`src/rtl/lwc_pkg.sv`:
```
package lwc_pkg;
  localparam int TYPE_W = 2;
  localparam int CMD_W  = 5;

  localparam logic [CMD_W-1:0] CMD_IDLE   = 5'b00111;
  localparam logic [CMD_W-1:0] CMD_DLYCCK = 5'b01000;
  localparam logic [CMD_W-1:0] CMD_ALIGN  = 5'b00000;

  typedef enum logic [2:0] {
    CL_ALIGN  = 3'd0,
    CL_FLOW   = 3'd1,
    CL_ACK    = 3'd2,
    CL_IDLE   = 3'd3,
    CL_XCVR   = 3'd4,
    CL_SWITCH = 3'd5,
    CL_PCARD  = 3'd6
  } word_class_e;
endpackage

```
`src/rtl/lwc_rx_classify.sv`:
```
module lwc_rx_classify
  import lwc_pkg::*;
(
  input  logic [TYPE_W-1:0] typ,
  input  logic [CMD_W-1:0]  cmd,
  output word_class_e       cls,
  output logic              unknown,
  output logic              is_dlycck
);
  always_comb begin
    cls       = CL_ALIGN;
    unknown   = 1'b0;
    is_dlycck = (cmd == CMD_DLYCCK);
    if (cmd == CMD_IDLE) begin
      cls = CL_IDLE;
    end else if (cmd[4:3] == 2'b00) begin
      case (typ)
        2'b00:        cls = CL_ALIGN;
        2'b01, 2'b10: cls = CL_FLOW;
        default:      cls = CL_ACK;
      endcase
    end else if (cmd[0]) begin
      unknown = 1'b1;
    end else begin
      case (cmd[4:3])
        2'b01:   cls = CL_XCVR;
        2'b10:   cls = CL_SWITCH;
        default: cls = CL_PCARD;
      endcase
    end
  end
endmodule

```
`src/rtl/lwc_idle_check.sv`:
```
module lwc_idle_check #(
  parameter int              DATA_W   = 16,
  parameter int              CNT_W    = 8,
  parameter logic [DATA_W-1:0] EXP_PAT = 16'hAAAA
) (
  input  logic              clk,
  input  logic              rst,
  input  logic              chk_en,
  input  logic [DATA_W-1:0] data,
  input  logic [DATA_W-1:0] mask,
  input  logic              clr,
  output logic              err_pulse,
  output logic [CNT_W-1:0]  err_cnt
);
  localparam logic [CNT_W-1:0] CNT_MAX = {CNT_W{1'b1}};
  localparam logic [CNT_W-1:0] CNT_ONE = {{(CNT_W-1){1'b0}}, 1'b1};

  logic hit;
  assign hit = chk_en && (|((data ^ EXP_PAT) & mask));

  always_ff @(posedge clk) begin
    if (rst) begin
      err_pulse <= 1'b0;
      err_cnt   <= '0;
    end else begin
      err_pulse <= hit;
      if (clr)
        err_cnt <= hit ? CNT_ONE : '0;
      else if (hit && err_cnt != CNT_MAX)
        err_cnt <= err_cnt + CNT_ONE;
    end
  end
endmodule

```
`src/rtl/lwc_tx_mux.sv`:
```
module lwc_tx_mux
  import lwc_pkg::*;
#(
  parameter int                DATA_W      = 16,
  parameter bit                SWITCH_SIDE = 1'b1,
  parameter logic [DATA_W-1:0] FILL_PAT    = 16'hAAAA
) (
  input  logic                    clk,
  input  logic                    rst,
  input  logic                    in_valid,
  input  logic [DATA_W+6:0]       in_word,
  input  logic                    in_nodata,
  input  logic                    packet_mode,
  input  logic                    force_idle,
  input  logic [DATA_W-1:0]       conn_map,
  output logic                    out_valid,
  output logic [DATA_W+6:0]       out_word
);
  localparam int WORD_W = DATA_W + TYPE_W + CMD_W;

  logic [DATA_W-1:0] idle_data;
  logic [WORD_W-1:0] idle_word;
  logic [WORD_W-1:0] fwd_word;

  generate
    if (SWITCH_SIDE) begin : g_sw
      for (genvar i = 0; i < DATA_W; i++) begin : g_rev
        assign idle_data[DATA_W-1-i] = conn_map[i];
      end
    end else begin : g_card
      assign idle_data = FILL_PAT;
    end
  endgenerate

  assign idle_word = {2'b00, CMD_IDLE, idle_data};
  assign fwd_word  = in_nodata ? {in_word[WORD_W-1:DATA_W], FILL_PAT} : in_word;

  always_ff @(posedge clk) begin
    if (rst) begin
      out_valid <= 1'b0;
      out_word  <= '0;
    end else if (in_valid) begin
      out_valid <= 1'b1;
      out_word  <= fwd_word;
    end else if (packet_mode || force_idle) begin
      out_valid <= 1'b1;
      out_word  <= idle_word;
    end else begin
      out_valid <= 1'b0;
      out_word  <= '0;
    end
  end
endmodule

```
`src/rtl/link_word_codec.sv`:
```
module link_word_codec
  import lwc_pkg::*;
#(
  parameter int                DATA_W      = 16,
  parameter int                CNT_W       = 8,
  parameter bit                SWITCH_SIDE = 1'b1,
  parameter logic [DATA_W-1:0] FILL_PAT    = 16'hAAAA
) (
  input  logic              clk,
  input  logic              rst,
  input  logic              rx_valid,
  input  logic [DATA_W+6:0] rx_word,
  input  logic [DATA_W-1:0] idle_mask,
  input  logic              clr_err,
  output logic              rx_out_valid,
  output logic [2:0]        rx_out_class,
  output logic [1:0]        rx_out_type,
  output logic [DATA_W-1:0] rx_out_data,
  output logic [3:0]        dlycck_val,
  output logic              unknown_cmd,
  output logic              link_err,
  output logic [CNT_W-1:0]  idle_err_cnt,
  input  logic              tx_in_valid,
  input  logic [DATA_W+6:0] tx_in_word,
  input  logic              tx_in_nodata,
  input  logic              packet_mode,
  input  logic              force_idle,
  input  logic [DATA_W-1:0] conn_map,
  output logic              tx_out_valid,
  output logic [DATA_W+6:0] tx_out_word
);
  localparam int DATA_LO = 0;
  localparam int CMD_LO  = DATA_W;
  localparam int TYPE_LO = DATA_W + CMD_W;

  logic [TYPE_W-1:0] f_type;
  logic [CMD_W-1:0]  f_cmd;
  logic [DATA_W-1:0] f_data;
  word_class_e       cls;
  logic              unk, is_dly;

  assign f_type = rx_word[TYPE_LO +: TYPE_W];
  assign f_cmd  = rx_word[CMD_LO +: CMD_W];
  assign f_data = rx_word[DATA_LO +: DATA_W];

  lwc_rx_classify u_cls (
    .typ       (f_type),
    .cmd       (f_cmd),
    .cls       (cls),
    .unknown   (unk),
    .is_dlycck (is_dly)
  );

  always_ff @(posedge clk) begin
    if (rst) begin
      rx_out_valid <= 1'b0;
      rx_out_class <= 3'd0;
      rx_out_type  <= 2'd0;
      rx_out_data  <= '0;
      dlycck_val   <= 4'd0;
      unknown_cmd  <= 1'b0;
    end else begin
      rx_out_valid <= rx_valid && !unk;
      if (rx_valid && !unk) begin
        rx_out_class <= cls;
        rx_out_type  <= f_type;
        rx_out_data  <= f_data;
      end
      if (rx_valid && is_dly)
        dlycck_val <= f_data[3:0];
      if (rx_valid && unk)
        unknown_cmd <= 1'b1;
      else if (clr_err)
        unknown_cmd <= 1'b0;
    end
  end

  lwc_idle_check #(
    .DATA_W  (DATA_W),
    .CNT_W   (CNT_W),
    .EXP_PAT (FILL_PAT)
  ) u_idle (
    .clk       (clk),
    .rst       (rst),
    .chk_en    (rx_valid && (f_cmd == CMD_IDLE)),
    .data      (f_data),
    .mask      (idle_mask),
    .clr       (clr_err),
    .err_pulse (link_err),
    .err_cnt   (idle_err_cnt)
  );

  lwc_tx_mux #(
    .DATA_W      (DATA_W),
    .SWITCH_SIDE (SWITCH_SIDE),
    .FILL_PAT    (FILL_PAT)
  ) u_tx (
    .clk         (clk),
    .rst         (rst),
    .in_valid    (tx_in_valid),
    .in_word     (tx_in_word),
    .in_nodata   (tx_in_nodata),
    .packet_mode (packet_mode),
    .force_idle  (force_idle),
    .conn_map    (conn_map),
    .out_valid   (tx_out_valid),
    .out_word    (tx_out_word)
  );
endmodule

```
`config.mk`:
```
export PLATFORM = sky130hd
export DESIGN_NAME = link_word_codec
export DESIGN_NICKNAME = d
export VERILOG_FILES = /design/src/rtl/lwc_pkg.sv /design/src/rtl/lwc_rx_classify.sv /design/src/rtl/lwc_idle_check.sv /design/src/rtl/lwc_tx_mux.sv /design/src/rtl/link_word_codec.sv
export SDC_FILE = /design/constraint.sdc
export NUM_CORES = 1
export LEC_CHECK = 0
export BUFFER_PORTS_ARGS = -buffer_cell sky130_fd_sc_hd__buf_4
export CAP_MARGIN = 0
export CORE_ASPECT_RATIO = 0.9
export CORE_MARGIN = 2
export CORE_UTILIZATION = 48
export CTS_BUF_LIST = sky130_fd_sc_hd__clkbuf_2 sky130_fd_sc_hd__clkbuf_4 sky130_fd_sc_hd__clkbuf_8
export DETAILED_ROUTE_END_ITERATION = 12
export GPL_TIMING_DRIVEN = 0
export PLACE_DENSITY = 0.87
export SLEW_MARGIN = 20
export SYNTH_ARGS = -nofsm -noshare
export SYNTH_HDL_FRONTEND = slang
export SYNTH_SLANG_ARGS = --single-unit
```
`constraint.sdc`:
```
create_clock -name clk -period 2.8 [get_ports clk]
set_input_delay 0.42 -clock clk [delete_from_list [all_inputs] [get_ports clk]]
set_output_delay 0.42 -clock clk [all_outputs]
set_load 0.005 [all_outputs]
```
==> flow_summary.yaml, run 1 <==
logic_synthesis:
  syn_avg_cell_area_um2: 8.75
  ys_ff_latch: 60
  synth.area.top_cells: "dfxtp_1, mux2i_1, nor2_1"
  synth-xor-area-share: 0
  synth_common_cells: "dfxtp_1, nor2_1, a21oi_1"
  synth_simple_gate_area_frac: 0.233
  syn-cell-area_um2: 2470
  synth_compound_area_frac: 0.135
  ys_seq_area_frac: 0.487
  synth_async_sr_flop_share: 0
  synthAdderAreaFrac: 0.0203
  synthDistinctLibCells: 40
  synth_top_family_by_area: "simple AND/OR/NAND/NOR gates"
  netlist_instances: 282
  yosysWarnings: 0
  synth_edf_count: 0
  synthMuxAreaShare: 0.0892
  synth_top_area_frac: 0.487
  synth_nets: 372
  yosysMostFrequentCell: "dfxtp_1"
  synth_area_leader_cell: "dfxtp_1"
  ys.flop_type: "dfxtp_1"
timing:
  timing.final.crit_share: 0.694
  slew_viol_final: 0
  max_freq_mhz: 515
  rsz0062_at_grt: "false"
  min_period_ns: 1.94
  slew_headroom: 0.538
  hold_viol_final: 0
  fin_skew_ns: 0.00142
  setup_violations: 0
  max_slew.worst_pin.slew_ns: 0.692
  holdWs_ns: 0.292
  fin_setup_tns_ns: 0
  worst_slack_ns: 0.858
layout:
  diodes: 0
  final_area_um2: 3830
  area_growth_pct: 55.3
  nFillCells: 356
  drive_gt1_frac: 0.376
  nets: 528
outcome:
  outcome: "finished clean"
clock_network:
  post_cts.repair.setup_buffers: 0
  cts_tree: "done"
  clockRootBuffer: "clkbuf_8"
  clock_path_buffers: 2
  cts_buffers: 9
  h-tree-depth: 3
  ctsHoldBuffers: 0
  numClockSinks: 60
  cts.clk_slew.worst_paths_ns: 0.06
  clock_latency_ns: 0.33
  cts_resized: 0
power_and_ir_drop:
  seqPwrFrac: 0.458
  pwr-share-clk: 0.386
  p_int_mw: 1.53
  switching_share: 0.232
  pwr-share-comb: 0.156
  p_switching_mw: 0.463
  peakVddDrop_mv: 0.360
  p_leak_nw: 1.86
  pwr_density_cell_nw_per_um2: 520
global_route:
  antenna_found_initial: 0
  gr-usage-all-layers: 0.272
  grt_pass1_wl_um: 12100
  grt-busiest-layer: "met2"
  grt_use_met1: 0.292
  met3_usage: 0.0995
  grt_pass1_vias: 2652
  grt_overflow: 0
  grt_max_degree: 11
  grt_use_met2: 0.472
critical_path:
  path_max_fanout: 7
  end_kind: "flip-flop"
  required_ns: 3.06
  critPathKind: "flip-flop to flip-flop"
  crit_arrival_ns: 2.20
  critPathLaunchType: "flip-flop"
die:
  core_um2: 4890
  core.rowCount: 24
  die_area_um2: 5730
  ios: 146
  start_util: 0.504
  fp.dieH_um: 72.0
  dieWidth_um: 79.6
run:
  max-cap-violations: 0
routing:
  drc: 0
  wl_um: 7640
  num_vias: 2682
  antenna_left: 0
  dr.first_iter.drc_count: 87
  wl_per_cell_um: 15.1
  viasPerCell: 5.29
  first_pass_iters: 6
placement:
  placed_area_um2: 3640
  dp_hpwl_um: 5720
  pre_cts_slack_ns: 0.624
  globalplace.congestion: 0.854
  io_buffers: 145
hold_path:
  min_path_type: "input pin to flip-flop"
## critical path: stages (launching register included)
cell	delay, ns
dfxtp_1	0.34
ha_1	0.24
nand3_1	0.16
o21ai_1	0.19
nor2_1	0.31
or4b_1	0.47
a21oi_1	0.16
## layout by cell type, fill, tap and decap left out, types with 2 or more instances in the layout
master     Yosys  routed
o2111ai_1      2       2
a2111oi_0      2       2
nand2_1       16      16
nor3_1         4       4
buf_4          0     145
clkbuf_4       0       3
and2_1         4       4
or3_1          3       3
nand2b_1       9       9
buf_2          2       2
nand4_1        3       3
nor2b_1        4       4
ha_1           4       4
nand3_1        5       5
clkbuf_8       0      10
o21ai_1        2       2
a22oi_1        2       2
mux2i_1       22      22
o41ai_1        2       2
clkbuf_1      10      10
inv_1         10      10
a21oi_1       26      26
or4_1          4       4
or4b_1         2       2
o31ai_1        2       2
o21ai_0       12      12
nor2_1        54      54
dfxtp_1       60      60
or2_2          2       2
## power by group through the flow
stage / registers [mW] / logic (mW) / clock network [mW]
2_1_floorplan: 0.934 / 0.110 / 0
3_3_place_gp: 0.928 / 0.297 / 0
3_5_place_dp: 0.931 / 0.307 / 0
4_1_cts: 0.913 / 0.311 / 0.784
5_1_grt: 0.916 / 0.338 / 0.816
6_report: 0.913 / 0.311 / 0.771
## through the flow
stage | instances | util | power (mW)
finish | 507 | 0.783 | 1.99
global route | 507 | 0.783 | 2.07
CTS | 507 | 0.783 | 2.01
detailed placement | 492 | 0.743 | 1.24
global placement | 492 | 0.743 | 1.23
floorplan | 282 | - | 1.04
## logic make-up (layout without fill, tap and decap cells)
group	after synthesis	count (layout)
AND/OR/NAND/NOR	117	117
flip-flops	60	60
AO/OA/AOI/OAI	56	56
buffers and inverters	23	183
multiplexers	22	22
adder cells (fa/ha/maj)	4	4
## final timing paths
| check | from | endpoint | slack (ns) | cells past startpoint |
|---|---|---|---|---|
| setup / recovery | u_idle.err_cnt[0]$_SDFFE_PP0P_ | u_idle.err_cnt[4]$_SDFFE_PP0P_ | 0.86 | 6 |
| hold / removal | tx_in_word[22] | u_tx.out_word[22]$_SDFF_PP0_ | 0.29 | 2 |
| setup reg to reg | u_idle.err_cnt[0]$_SDFFE_PP0P_ | u_idle.err_cnt[4]$_SDFFE_PP0P_ | 0.86 | 6 |
| hold reg to reg | unknown_cmd$_SDFFE_PP0P_ | unknown_cmd$_SDFFE_PP0P_ | 0.47 | 1 |
## per-layer routing
layer / part of all wire / wire length [um] / vias up
li1: - / - / 1288
met1: 0.38 / 2910 / 1244
met4: 0.030 / 233 / 0
met5: 0 / 0 / -
met2: 0.52 / 3940 / 123
met3: 0.073 / 561 / 27
## state kept, by name (all words and copies together), names as in the netlist
name              count
rx_out_valid          1
rx_out_data          16
u_tx.out_word        23
rx_out_type           2
u_tx.out_valid        1
dlycck_val            4
unknown_cmd           1
u_idle.err_cnt        8
u_idle.err_pulse      1
rx_out_class          3
## area by class of cell
cell class                      instances  area (um2)  share of cell area
Inverter                               10        37.5             0.00979
Buffer                                 13        51.3              0.0134
Sequential cell                        60        1200               0.313
Clock buffer                           13         160              0.0418
Multi-Input combinational cell        199        1180               0.307
Tap cell                               65        81.3              0.0212
Clock inverter                          2        35.0             0.00914
Timing Repair Buffer                  145        1090               0.284
No activity file was read; power rests on OpenSTA's default activity.
==> run 2, diff against run 1 <==
--- a/config.mk
+++ b/config.mk
@@ -9,11 +9,11 @@
 export CAP_MARGIN = 0
 export CORE_ASPECT_RATIO = 0.9
 export CORE_MARGIN = 2
-export CORE_UTILIZATION = 48
+export CORE_UTILIZATION = 40
 export CTS_BUF_LIST = sky130_fd_sc_hd__clkbuf_2 sky130_fd_sc_hd__clkbuf_4 sky130_fd_sc_hd__clkbuf_8
 export DETAILED_ROUTE_END_ITERATION = 12
 export GPL_TIMING_DRIVEN = 0
-export PLACE_DENSITY = 0.87
+export PLACE_DENSITY = 0.77
 export SLEW_MARGIN = 20
 export SYNTH_ARGS = -nofsm -noshare
 export SYNTH_HDL_FRONTEND = slang
==> constraint.sdc (replaced) <==
create_clock -name clk -period 1.7 [get_ports clk]
set_input_delay 0.255 -clock clk [delete_from_list [all_inputs] [get_ports clk]]
set_output_delay 0.255 -clock clk [all_outputs]
set_load 0.005 [all_outputs]
==> run 2 against run 1 <==
Compared with the run above: sequential power up 64%; global-route usage down 5.8 points; first-iteration DRC count down 30%; power up 65%; clock skew about the same; non-clock buffer count up 1; routed wire length down 6.5%; largest power group unchanged; via count down 3.7%; setup slack worse by 0.83 ns; critical path type unchanged; highest routed layer unchanged; sequential share of layout area down 0.54 points; clock power up 67%.
==> flow_summary.yaml, run 2 (synthesis gave the netlist of run 1 again) <==
placement:
  globalplace.congestion: 0.784
  dp_hpwl_um: 5530
  placed_area_um2: 3650
  io_buffers: 145
die:
  dieWidth_um: 86.8
  core.rowCount: 27
  start_util: 0.408
  die_area_um2: 6820
  core_um2: 6050
  ios: 146
  fp.dieH_um: 78.5
clock_network:
  clock_latency_ns: 0.33
  cts_tree: "done"
  clock_path_buffers: 2
  numClockSinks: 60
  h-tree-depth: 3
  clockRootBuffer: "clkbuf_8"
  cts.clk_slew.worst_paths_ns: 0.07
  ctsHoldBuffers: 0
  cts_buffers: 9
timing:
  holdWs_ns: 0.119
  setup_violations: 0
  rsz0062_at_grt: "true"
  fin_skew_ns: 0.00119
  fin_setup_tns_ns: 0
  hold_viol_final: 0
  max_slew.worst_pin.slew_ns: 0.711
  min_period_ns: 1.67
  slew_viol_final: 0
  timing.final.crit_share: 0.981
  max_freq_mhz: 600
  slew_headroom: 0.525
critical_path:
  crit_buf_inv: 0
  critPathKind: "flip-flop to flip-flop"
  crit_arrival_ns: 1.87
  path_cells: "ha_4 > nand3_4 > o21ai_4 > or4_1 > o211ai_1 > o31ai_1"
  end_kind: "flip-flop"
  slowest_delay_ns: 0.52
  required_ns: 1.91
  worstSetupStartpoint: "u_idle.err_cnt[0]$_SDFFE_PP0P_"
  slowest_stage: "or4_1"
  critPathLaunchType: "flip-flop"
  r2r-start: "u_idle.err_cnt[0]$_SDFFE_PP0P_"
  crit_cells: 6
  path_max_fanout: 7
  cpLargestDelayFamily: "simple AND/OR/NAND/NOR gates"
  reg2reg_depth: 6
global_route:
  gr-usage-all-layers: 0.214
  grt_pass1_vias: 2459
  antenna_found_initial: 0
  grt_max_degree: 12
  grt_pass1_wl_um: 11300
  grt_overflow: 0
routing:
  dr.first_iter.drc_count: 61
  antenna_left: 0
  num_vias: 2584
  wl_per_cell_um: 13.8
  drc: 0
  viasPerCell: 5.01
  first_pass_iters: 4
  wl_um: 7150
hold_path:
  worstHoldPathCells: 2
  min_path_type: "input pin to flip-flop"
  hp-start: "tx_in_word[19]"
layout:
  area_growth_pct: 59.0
  largest_register_ffs: 23
  top_register: "u_tx.out_word"
  nets: 529
  final_cell_mix: "buf_4, dfxtp_1, nor2_1"
  drive_gt1_frac: 0.405
  top_regs: "u_tx.out_word: 23 flops, rx_out_data: 16 flops, u_idle.err_cnt: 8 flops"
  layout_commonest_cell: "buf_4"
  diodes: 0
  final_area_um2: 3930
run:
  max-cap-violations: 0
outcome:
  outcome: "finished clean"
power_and_ir_drop:
  p_leak_nw: 1.87
  p_total_mw: 3.30
  peakVddDrop_mv: 0.572
  pwr_density_cell_nw_per_um2: 840
[run 2: final timing paths]
path,endpoint,slack [ns]
hold / removal,u_tx.out_word[19]$_SDFF_PP0_,0.12
setup reg to reg,u_idle.err_cnt[5]$_SDFFE_PP0P_,0.03
setup / recovery,u_idle.err_cnt[5]$_SDFFE_PP0P_,0.03
hold reg to reg,unknown_cmd$_SDFFE_PP0P_,0.49
[run 2: stage by stage]
step,util,worst slack [ns],instances
after floorplan,-,0.00757,282
after global placement,0.604,-0.221,499
after detailed placement,0.604,-0.275,499
after CTS,0.643,0.0219,515
after global routing,0.649,-0.0421,516
final,0.649,0.0320,516
[run 2: area by class of cell]
type	count	area (um2)
Multi-Input combinational cell	199	1230
Clock inverter	6	63.8
Tap cell	72	90.1
Timing Repair Buffer	146	1100
Clock buffer	10	138
Sequential cell	60	1210
Fill cell	538	2120
Buffer	13	56.3
Inverter	10	37.5
[run 2: power breakdown]
| group | switching, mW | internal, mW | total (mW) |
|---|---|---|---|
| logic | 0.211 | 0.294 | 0.505 |
| registers | 0.0264 | 1.47 | 1.50 |
| clock network | 0.581 | 0.713 | 1.29 |
| total | 0.818 | 2.48 | 3.30 |
[run 2: worst register-to-register path, delay by kind of cell (launching register included)]
family / cells / cell delay, ns
flip-flops: 1 / 0.36
AND/OR/NAND/NOR: 2 / 0.63
AO/OA/AOI/OAI: 3 / 0.38
adder cells (fa/ha/maj): 1 / 0.17
[run 2: timing repair]
action,4_1_cts,5_1_grt
resized for setup,8,10
pin swaps,0,5
setup endpoints to repair,6,26
setup buffers,0,1
[run 2: layer usage]
metal  vias up  track usage  part of all wire
li1       1298            -                 -
met4         0       0.0984             0.023
met3        14       0.0683             0.084
met1      1172        0.253              0.41
met2       100        0.349              0.48
met5         -            0                 0
